===== src/rtl/stack_seq.sv =====
module stack_seq #(
  parameter int          SP_W   = 8,
  parameter int          PAGE_W = 8,
  parameter logic [7:0]  PAGE   = 8'h01
) (
  input  logic                     clk,
  input  logic                     rst_n,
  input  logic                     req_call,
  input  logic                     req_irq,
  input  logic                     req_push,
  input  logic                     req_ret,
  input  logic                     req_reti,
  input  logic                     req_pop,
  input  logic                     ld_sp,
  input  logic [SP_W-1:0]          ld_val,
  input  logic [15:0]              pc_in,
  input  logic [7:0]               psw_in,
  input  logic [7:0]               reg_data,
  output logic                     mem_rd,
  output logic                     mem_wr,
  output logic [PAGE_W+SP_W-1:0]   mem_addr,
  output logic [7:0]               mem_wdata,
  input  logic [7:0]               mem_rdata,
  output logic [1:0]               xfer_kind,
  output logic                     pop_valid,
  output logic [7:0]               pop_data,
  output logic                     busy,
  output logic [SP_W-1:0]          sp_out,
  output logic                     wrap_warn
);
  typedef enum logic [2:0] {OP_CALL, OP_IRQ, OP_PUSH, OP_RET, OP_RETI, OP_POP} op_t;
  localparam logic [1:0] K_REG = 2'd0, K_PSW = 2'd1, K_PCL = 2'd2, K_PCH = 2'd3;

  logic [SP_W-1:0] sp;
  logic            active;
  op_t             op;
  logic [1:0]      step;
  logic [15:0]     pc_q;
  logic [7:0]      psw_q, dat_q;
  logic            is_rd, last;
  logic            any_req, take_ld;
  op_t             new_op;

  assign any_req = req_call | req_irq | req_push | req_ret | req_reti | req_pop;
  assign take_ld = !active && ld_sp;

  always_comb begin
    if      (req_call) new_op = OP_CALL;
    else if (req_irq)  new_op = OP_IRQ;
    else if (req_push) new_op = OP_PUSH;
    else if (req_ret)  new_op = OP_RET;
    else if (req_reti) new_op = OP_RETI;
    else               new_op = OP_POP;
  end

  always_comb begin
    is_rd     = 1'b0;
    last      = 1'b1;
    xfer_kind = K_REG;
    case (op)
      OP_CALL: begin
        xfer_kind = (step == 2'd0) ? K_PCH : K_PCL;
        last      = (step == 2'd1);
      end
      OP_IRQ: begin
        xfer_kind = (step == 2'd0) ? K_PCH : (step == 2'd1) ? K_PCL : K_PSW;
        last      = (step == 2'd2);
      end
      OP_RET: begin
        is_rd     = 1'b1;
        xfer_kind = (step == 2'd0) ? K_PCL : K_PCH;
        last      = (step == 2'd1);
      end
      OP_RETI: begin
        is_rd     = 1'b1;
        xfer_kind = (step == 2'd0) ? K_PSW : (step == 2'd1) ? K_PCL : K_PCH;
        last      = (step == 2'd2);
      end
      OP_POP:  is_rd = 1'b1;
      default: ;
    endcase
  end

  always_comb begin
    case (xfer_kind)
      K_PCH:   mem_wdata = pc_q[15:8];
      K_PCL:   mem_wdata = pc_q[7:0];
      K_PSW:   mem_wdata = psw_q;
      default: mem_wdata = dat_q;
    endcase
  end

  assign busy      = active;
  assign mem_rd    = active &&  is_rd;
  assign mem_wr    = active && !is_rd;
  assign mem_addr  = {PAGE[PAGE_W-1:0], is_rd ? sp + SP_W'(1) : sp};
  assign pop_valid = mem_rd;
  assign pop_data  = mem_rd ? mem_rdata : 8'h00;
  assign sp_out    = sp;

  always_ff @(posedge clk or negedge rst_n) begin
    if (!rst_n) begin
      active    <= 1'b0;
      op        <= OP_PUSH;
      step      <= 2'd0;
      pc_q      <= '0;
      psw_q     <= '0;
      dat_q     <= '0;
      wrap_warn <= 1'b0;
    end else if (active) begin
      step   <= step + 2'd1;
      if (last) active <= 1'b0;
      if (mem_wr && sp == '0) wrap_warn <= 1'b1;
    end else if (take_ld) begin
      wrap_warn <= 1'b0;
    end else if (any_req) begin
      active <= 1'b1;
      op     <= new_op;
      step   <= 2'd0;
      pc_q   <= pc_in;
      psw_q  <= psw_in;
      dat_q  <= reg_data;
    end
  end

  always_ff @(posedge clk) begin
    if (take_ld)     sp <= ld_val;
    else if (mem_wr) sp <= sp - SP_W'(1);
    else if (mem_rd) sp <= sp + SP_W'(1);
  end
endmodule


===== config.mk =====
export PLATFORM = sky130hd
export DESIGN_NAME = stack_seq
export DESIGN_NICKNAME = d
export VERILOG_FILES = /design/src/rtl/stack_seq.sv
export SDC_FILE = /design/constraint.sdc
export NUM_CORES = 1
export LEC_CHECK = 0
export ABC_AREA = 1
export BUFFER_PORTS_ARGS = -buffer_cell sky130_fd_sc_hd__buf_4
export CAP_MARGIN = 20
export CORE_ASPECT_RATIO = 0.75
export CORE_MARGIN = 2
export CORE_UTILIZATION = 45
export DETAILED_ROUTE_END_ITERATION = 12
export PLACE_DENSITY = 0.76
export REMOVE_ABC_BUFFERS = 1
export SLEW_MARGIN = 20
export SYNTH_ARGS = -nofsm -noshare
export SYNTH_HDL_FRONTEND = slang
export SYNTH_SLANG_ARGS = --single-unit

===== constraint.sdc =====
create_clock -name clk -period 1.5 [get_ports clk]
set_input_delay 0.15 -clock clk [delete_from_list [all_inputs] [get_ports clk]]
set_output_delay 0.15 -clock clk [all_outputs]
set_load 0.02 [all_outputs]

==> results.md, run 1 <==
Critical path:
- The critical path goes through inv_2, ha_4, inv_2, nand2_1, nand3_2, nand3_4, nor2_4, nand2_1, nand4_1, buf_4.
- The family with the most delay on the worst path is simple AND/OR/NAND/NOR gates.
- The largest individual stage delay along the critical path comes from the cell dfrtp_1.
- For the worst flop-to-flop path, the logic depth is 6.
- At the worst endpoint, the required time is 1350 ps.
- The worst-path maximum fanout is 8.
- The number of buffer and inverter instances along the worst setup path is 3.
- STA classifies the critical path endpoint as an output pin.
- The worst setup path is launched from a flip-flop.
- The internal reg-to-reg setup slack is -220 ps.
- The beginning of the critical path is step[0]$_DFFE_PN0P_.
- The startpoint of the lowest-slack register-to-register path is op[1]$_DFFE_PN1P_.
- The termination of the worst setup path is mem_wdata[4].
- The reg-to-reg critical path endpoint is sp_out[2]$_DFFE_PP_.
- The worst stage delay on the critical path is slightly above 400 ps.
- The number of gates on the worst path with buffers counted is 10.
- Data arrives at the worst endpoint at 1930 ps.
- The setup path with the least slack is of type reg2out.

Placement:
- Routability-driven placement finished with a final weighted congestion of 0.890.
- Port buffering added 95 buffers.
- The half-perimeter wire length after placement is 5870 um.

Synth:
- The netlist uses 34 different library cells.
- The proportion of synthesized chip area in sequential cells is a little over two fifths.
- The number of instances in the synthesized netlist is 400.
- The area share of the leading cell type in the synthesized netlist is 32.6%.
- The synthesized area per cell is around 7.3 um2.
- The cell type contributing the most total cell area after synthesis is dfrtp_1.
- In this run, synthesis produced a sequential element count of between 40 and 50.
- The total standard cell area after synthesis is between 0.002 and 0.003 mm2.
- The yosys synthesis warning count is 0.
- By area the synthesized netlist is led by dfrtp_1 (33%), nand2_1 (20%), edfxtp_1 (8.2%), nand3_1 (7.4%), nor2_1 (3.6%).

Clock tree:
- Clock tree synthesis inserted a total of 5 buffers.
- No sink is reached through more buffers than the 2 on the longest clock path.
- CTS saw 47 sinks.
- The clock reaches the later pin of the worst-skew pair after 310 ps.
- The buffer cell driving the clock tree root is clkbuf_8.
- TritonCTS built the clock tree.
- The clock-pin slew on the worst setup and hold paths is 100 ps.
- The H-tree level count is 2.

Routing:
- The post-route DRC violation count is 0.
- In the final routed layout, each cell accounts on average for 13.7 um.
- The detailed-route via count is 3074.
- Summed over all layers, the routed wires come to roughly 8400 um.
- In this run, the number of DRC markers left after iteration 0 of detailed routing was 154.
- The first TritonRoute pass finished after 5 iterations.
- The detail-routed via count per cell is about 5.
- The detail route stage leaves a number of antenna-violating nets equal to 0.

Run:
- The max-cap violation count is 0.

Die:
- The floorplan die height is ~74 um.
- From left edge to right edge, the die measures around 97 um.
- The floorplan step defined a core boundary enclosing 0.00629 mm2.
- Pin placement for this block handled 104 I/O pins.
- The row count is 25.
- The area of the die is 0.00714 mm2.
- The starting density of the core is 46.3%.

Finish:
- The layout has 529 filler cells.
- The count of nets after finishing is a little under 600.
- The number of diodes added for antenna fixing is 0.
- From synthesis to final layout, the design area changed by 45.1%.
- The post-route netlist has between 30% and 40% of its cells at a drive strength greater than 1.

GRT:
- The largest net degree at the start of global routing is 40.
- Summed over all layers, the global routing overflow is 0.
- The initial antenna violation count was 0.
- The global-route wire length before repair is 13300 um.
- Global routing used 23.1% of the available tracks across all layers.
- The number of global-route vias before repair came to 2843.

Outcome:
- The run finished, with violations left.
- The final reports fail on setup timing.

STA:
- The share of the clock period used by the worst path after layout is 139%.
- The worst clock skew on the final layout is 4.57 ps.
- The setup TNS is -15170 ps.
- Setup slack on the critical path of the routed design comes to -585 ps.
- Based on the critical path, the design can be clocked at up to 480 MHz.
- Setup repair after global routing could not meet its margin everywhere.
- The final hold violation count is 0.
- The post-route minimum period is between 2000 and 2500 ps.
- The final count of pins violating max slew is 0.
- The number of endpoints failing setup at the final stage is 36.

Power and ir drop:
- The static leakage is ~2.2 nW.
- The worst supply voltage drop on vdd is 1.26 mV.
- The overall power consumption is approximately 10 mW.
- The total power density per cell area is ~2500 mW/mm2.

Worst hold path:
- The worst min-delay path category is in2reg.
layer usage:
layer  track usage (%)  up-vias  wire, um
met2              38.7      112      4130
li1                  -     1518         -
met1              30.8     1427      3640
met5                 0        -         0
met4              8.61        0       176
met3              3.43       17       460
per-stage QoR:
step                      instances  cell area (um2)  worst slack (ps)  utilization (%)  hold WS (ps)
after floorplan                 383             2790              -917                -          -146
after global placement          591             3890              -321             61.8           151
after detailed placement        591             3890              -369             61.8           148
after CTS                       609             4140              -541             65.8          19.4
after global routing            612             4230              -671             67.2          24.2
final                           612             4230              -585             67.2          26.2
registers in the layout, indices dropped and copies added, names as in the netlist:
signal     cells
busy           1
dat_q          8
op             3
pc_q          16
psw_q          8
sp_out         8
step           2
wrap_warn      1
cells in the mapped netlist, drive strengths merged:
master,number
a21oi,1
a31oi,3
buf,16
clkbuf,7
clkinv,2
conb,2
dfrtp,38
dfstp,1
edfxtp,8
ha,7
inv,32
nand2,159
nand3,47
nand3b,1
nand4,12
nor2,34
o211ai,4
o21ai,17
o31ai,1
xnor2,1
xor2,7
repair_timing:
action / CTS / global route
hold endpoints to repair: 38 / 0
hold buffers: 1 / 0
pin swaps: 9 / 12
endpoints found under the setup margin: 36 / 37
setup buffers: 9 / 3
gates resized for setup: 16 / 20
where the power goes:
part           total [mW]  internal, mW  switching (mW)
logic                6.96          3.03            3.93
clock network       0.980         0.504           0.476
registers            2.46          1.98           0.481
how the worst min path moves through the flow:
stage | from | to | slack, ps | cells past startpoint
6_report | pc_in[14] | pc_q[14]$_DFFE_PN0P_ | 30 | 3
5_1_grt | pc_in[0] | pc_q[0]$_DFFE_PN0P_ | 20 | 3
4_1_cts | psw_in[1] | psw_q[1]$_DFFE_PN0P_ | 20 | 3
3_5_place_dp | rst_n | dat_q[7]$_DFFE_PN0P_ | 150 | 1
3_3_place_gp | rst_n | dat_q[7]$_DFFE_PN0P_ | 150 | 1
2_1_floorplan | rst_n | busy$_DFF_PN0_ | -150 | 0
cell families (layout without fill, tap and decap cells):
group,after synthesis,in the layout,synth area share (%)
AO/OA/AOI/OAI,26,26,5.15
other,2,8,0.258
AND/OR/NAND/NOR,253,253,38.1
flip-flops,47,47,41.8
XOR/XNOR,8,8,2.40
adder cells (fa/ha/maj),7,7,3.01
buffers and inverters,57,182,9.32
final cells by class:
| type | instances | area [um2] | area share (%) |
|---|---|---|---|
| Inverter | 34 | 135 | 3.20 |
| Clock inverter | 3 | 45.0 | 1.07 |
| Tap cell | 81 | 101 | 2.40 |
| Multi-Input combinational cell | 302 | 1540 | 36.4 |
| Sequential cell | 47 | 1220 | 28.8 |
| Timing Repair Buffer | 140 | 1120 | 26.5 |
| Clock buffer | 5 | 68.8 | 1.63 |
cell usage in the layout, fill, tap and decap left out, types with 3 or more instances in the layout:
cell	instances
nand3_2	6
nand4_1	12
edfxtp_1	8
ha_1	4
buf_12	4
dfrtp_1	37
clkbuf_8	5
buf_4	131
o211ai_1	4
a31oi_1	3
o21ai_0	14
xor2_1	6
nor2_1	25
inv_2	9
buf_6	4
nand3_1	40
conb_1	8
nor2_2	4
nor2_4	5
nand2_2	8
nand2_1	149
inv_1	22
tightest hold or removal path, stage by stage:
cell and delay, ps:
buf_4 70, nand2_1 40, nand2_1 40
(Power assumes the default switching activity.)
==> inputs of run 2 (changes only) <==
--- a/config.mk
+++ b/config.mk
@@ -13,6 +13,7 @@
 export CORE_UTILIZATION = 45
 export DETAILED_ROUTE_END_ITERATION = 12
 export PLACE_DENSITY = 0.76
+export RECOVER_POWER = 25
 export REMOVE_ABC_BUFFERS = 1
 export SLEW_MARGIN = 20
 export SYNTH_ARGS = -nofsm -noshare
==> run 2 against run 1 <==
Effect of this change:
- the flow still finishes with violations (setup timing)
- register-to-register slack about the same
- routed wire length up 0.38%
- design area about the same
- maximum frequency down 0.23%
- via count up 0.26%
- sequential share of layout area about the same
- count of clock-buffer cells in the layout unchanged
- global-route usage unchanged
- worst hold slack worse by 1.3 ps
- critical path type unchanged
- critical endpoint unchanged
==> results.md, run 2 (synthesized netlist as in run 1, its figures left out) <==
Finish:
- The register bank with the most flops is pc_q.
- Leaving out fill and tap cells, the most frequent cells in the layout are nand2_1 (149), buf_4 (130), nand3_1 (40), dfrtp_1 (37), nor2_1 (25).
- The final layout contains 594 nets.
- The relative area change from synthesis to final layout is 45.0%.
- The library cell used most frequently in the layout, excluding fill and tap cells, is nand2_1.
- The fill cell total of the finished layout is between 500 and 600.
- The area of combinational cells with multiple inputs is approximately 0.0015 mm2.
- The post-route netlist has 36.0% of its cells at a drive strength greater than 1.
- The flip-flop count of the largest register, all copies and words added is 16.
- The area taken by flip-flops and latches is 0.00122 mm2.
- The number of diodes added for antenna fixing is 0.

Clock tree:
- The clock passes through at most 2 buffers.
- The later pin in the worst-skew pair is clocked with a latency of 310 ps.
- TritonCTS built the clock tree.
- The H-tree level count is 2.
- The buffer cell driving the clock tree root is clkbuf_8.
- In this run, CTS created clock tree buffers numbering 5.
- For this design, the sink count on the clock tree is 47.
- The clock-pin slew on the worst setup and hold paths is about 100 ps.

GRT:
- The number of global-route vias before repair is 2843.
- In the global route stage, met3 resource usage came out at about 3.4%.
- The first global-routing pass estimated 13300 um of wire.
- Global routing finished with a remaining overflow of 0.
- The routing usage on met2 is between 30% and 40%.
- The initial antenna violation count is 0.
- In this run the most used layer during global routing was met2.
- Global routing used 30.8% of the available met1 tracks.
- The largest net degree at the start of global routing is 40.
- In the global route stage, overall resource usage came out at between 20% and 30%.

Die:
- The die is 96.9 um wide.
- Row generation in the floorplan step produced 25 rows.
- The number of primary I/O pins is 104.
- The die is 73.7 um tall.
- The starting density of the core is a little under half.
- The area inside the core boundary is about 0.0063 mm2.
- The floorplan step defined a die boundary enclosing around 0.007 mm2.

Critical path:
- Data on the critical path is required at its endpoint by 1350 ps.
- The termination of the worst setup path is mem_wdata[4].
- The critical path launch point type is a flip-flop.
- The worst reg-to-reg path cell count is 6.
- The endpoint type of the worst setup path is an output pin.
- In this run the register-to-register setup slack is -210 ps.
- The worst setup path is of the reg2out kind.
- The worst-path maximum fanout is 8.
- The endpoint arrival time on the critical path is 1940 ps.
- The startpoint of the lowest-slack register-to-register path is op[1]$_DFFE_PN1P_.
- The reg-to-reg critical path endpoint is sp_out[2]$_DFFE_PP_.
- In this run the worst setup path begins at step[0]$_DFFE_PN0P_.

Placement:
- Input and output buffers added on the ports amount to 95.
- Once detailed placement completed, the half-perimeter wirelength came to 5870 um.
- At the end of routability-driven placement, the weighted congestion stood at between 0.8 and 0.9.

STA:
- The post-route worst hold slack is 24.9 ps.
- Setup repair after global routing could not meet its margin everywhere.
- The final hold violation count came to 0.
- The top achievable clock speed is ~480 MHz.
- For the final database, setup skew stands at approximately 7.4 ps.
- Counting I/O delays and the setup requirement, the final critical path takes approximately 2100 ps.
- The setup TNS is -15030 ps.
- The worst setup margin is -589 ps.
- Setup violations remaining at the end of the flow were counted as 36.
- The actual transition at the worst max-transition pin is 971 ps.
- Of the available clock period, the critical path in the final layout requires 139%.
- The final count of pins violating max slew is 0.
- The worst slew margin relative to its limit is 35.3%.

Routing:
- After detailed routing, the average wire length per cell comes to 13.8 um.
- The detailed-route via count is between 3k and 4k.
- For this block, the routed nets add up to 8440 um of wire.
- The detail-routed via count per cell is 5.04.
- The detailed-router iteration count before antenna repair is 5.
- After the first detailed-routing iteration, the DRC count stood at 147.
- The count of nets left with antenna violations after detail routing is 0.
- In the routed design, unresolved DRC markers number 0.

Power and ir drop:
- The worst supply voltage drop on vdd is approximately 1.3 mV.
- For this design the ratio of total power to cell area is 2460 mW/mm2.
- In this run the static leakage power is 2.20 nW.

Outcome:
- The final reports fail on setup timing.
- The run finished, with violations left.

Worst hold path:
- The worst min-delay path category is in2reg.
- The worst hold path depth is 3.

Run:
- Max-cap violations in this run came to 0.
[run 2: cell count changes in the layout (fill, tap and decap cells not counted), sizes merged]
cell	before	now
buf	139	138
clkbuf	5	6
[run 2: how the worst min path moves through the flow]
stage	startpoint	endpoint	slack, ps
4_1_cts	psw_in[1]	psw_q[1]$_DFFE_PN0P_	20
6_report	pc_in[14]	pc_q[14]$_DFFE_PN0P_	20
5_1_grt	pc_in[0]	pc_q[0]$_DFFE_PN0P_	20
2_1_floorplan	rst_n	busy$_DFF_PN0_	-150
3_5_place_dp	rst_n	dat_q[7]$_DFFE_PN0P_	150
3_3_place_gp	rst_n	dat_q[7]$_DFFE_PN0P_	150
[run 2: worst max-delay path: stages (launching register included)]
cell	delay [ps]
dfrtp_1	410
inv_2	70
ha_4	170
inv_2	80
nand2_1	80
nand3_2	130
nand3_4	110
nor2_4	220
nand2_1	80
nand4_1	120
buf_4	150
[run 2: stage by stage]
| step | util, % | std cells | power [mW] | cell area [um2] | setup WS, ps |
|---|---|---|---|---|---|
| final | 67.2 | 612 | 10.4 | 4230 | -589 |
| after global routing | 67.2 | 612 | 11.1 | 4230 | -671 |
| after CTS | 65.8 | 609 | 10.0 | 4140 | -541 |
| after detailed placement | 61.8 | 591 | 8.60 | 3890 | -369 |
| after global placement | 61.8 | 591 | 8.47 | 3890 | -321 |
| after floorplan | - | 383 | 5.87 | 2790 | -917 |
[run 2: area by class of cell]
cell class | instances | area share, %
Tap cell | 81 | 2.40
Clock buffer | 5 | 1.63
Multi-Input combinational cell | 302 | 36.5
Sequential cell | 47 | 28.8
Clock inverter | 3 | 1.07
Inverter | 34 | 3.20
Timing Repair Buffer | 140 | 26.4
[run 2: what timing repair did]
item	4_1_cts	5_1_grt
setup buffers	9	3
setup endpoints to repair	36	37
pin swaps	9	12
hold buffers	1	0
hold endpoints to repair	38	0
resized for setup	16	20
[run 2: report_power, final]
group | switching, mW | total, mW | internal (mW) | leakage (nW)
Combinational | 3.94 | 6.97 | 3.03 | 1.58
Sequential | 0.482 | 2.46 | 1.98 | 0.563
Clock | 0.475 | 0.979 | 0.504 | 0.0591
[run 2: per-layer routing]
metal  vias to the layer above  wire, um  share of wire, %
met5                         -         0                 0
met4                         0       177               2.1
met3                        17       455               5.4
met2                       110      4130                49
met1                      1438      3680                44
li1                       1517         -                 -
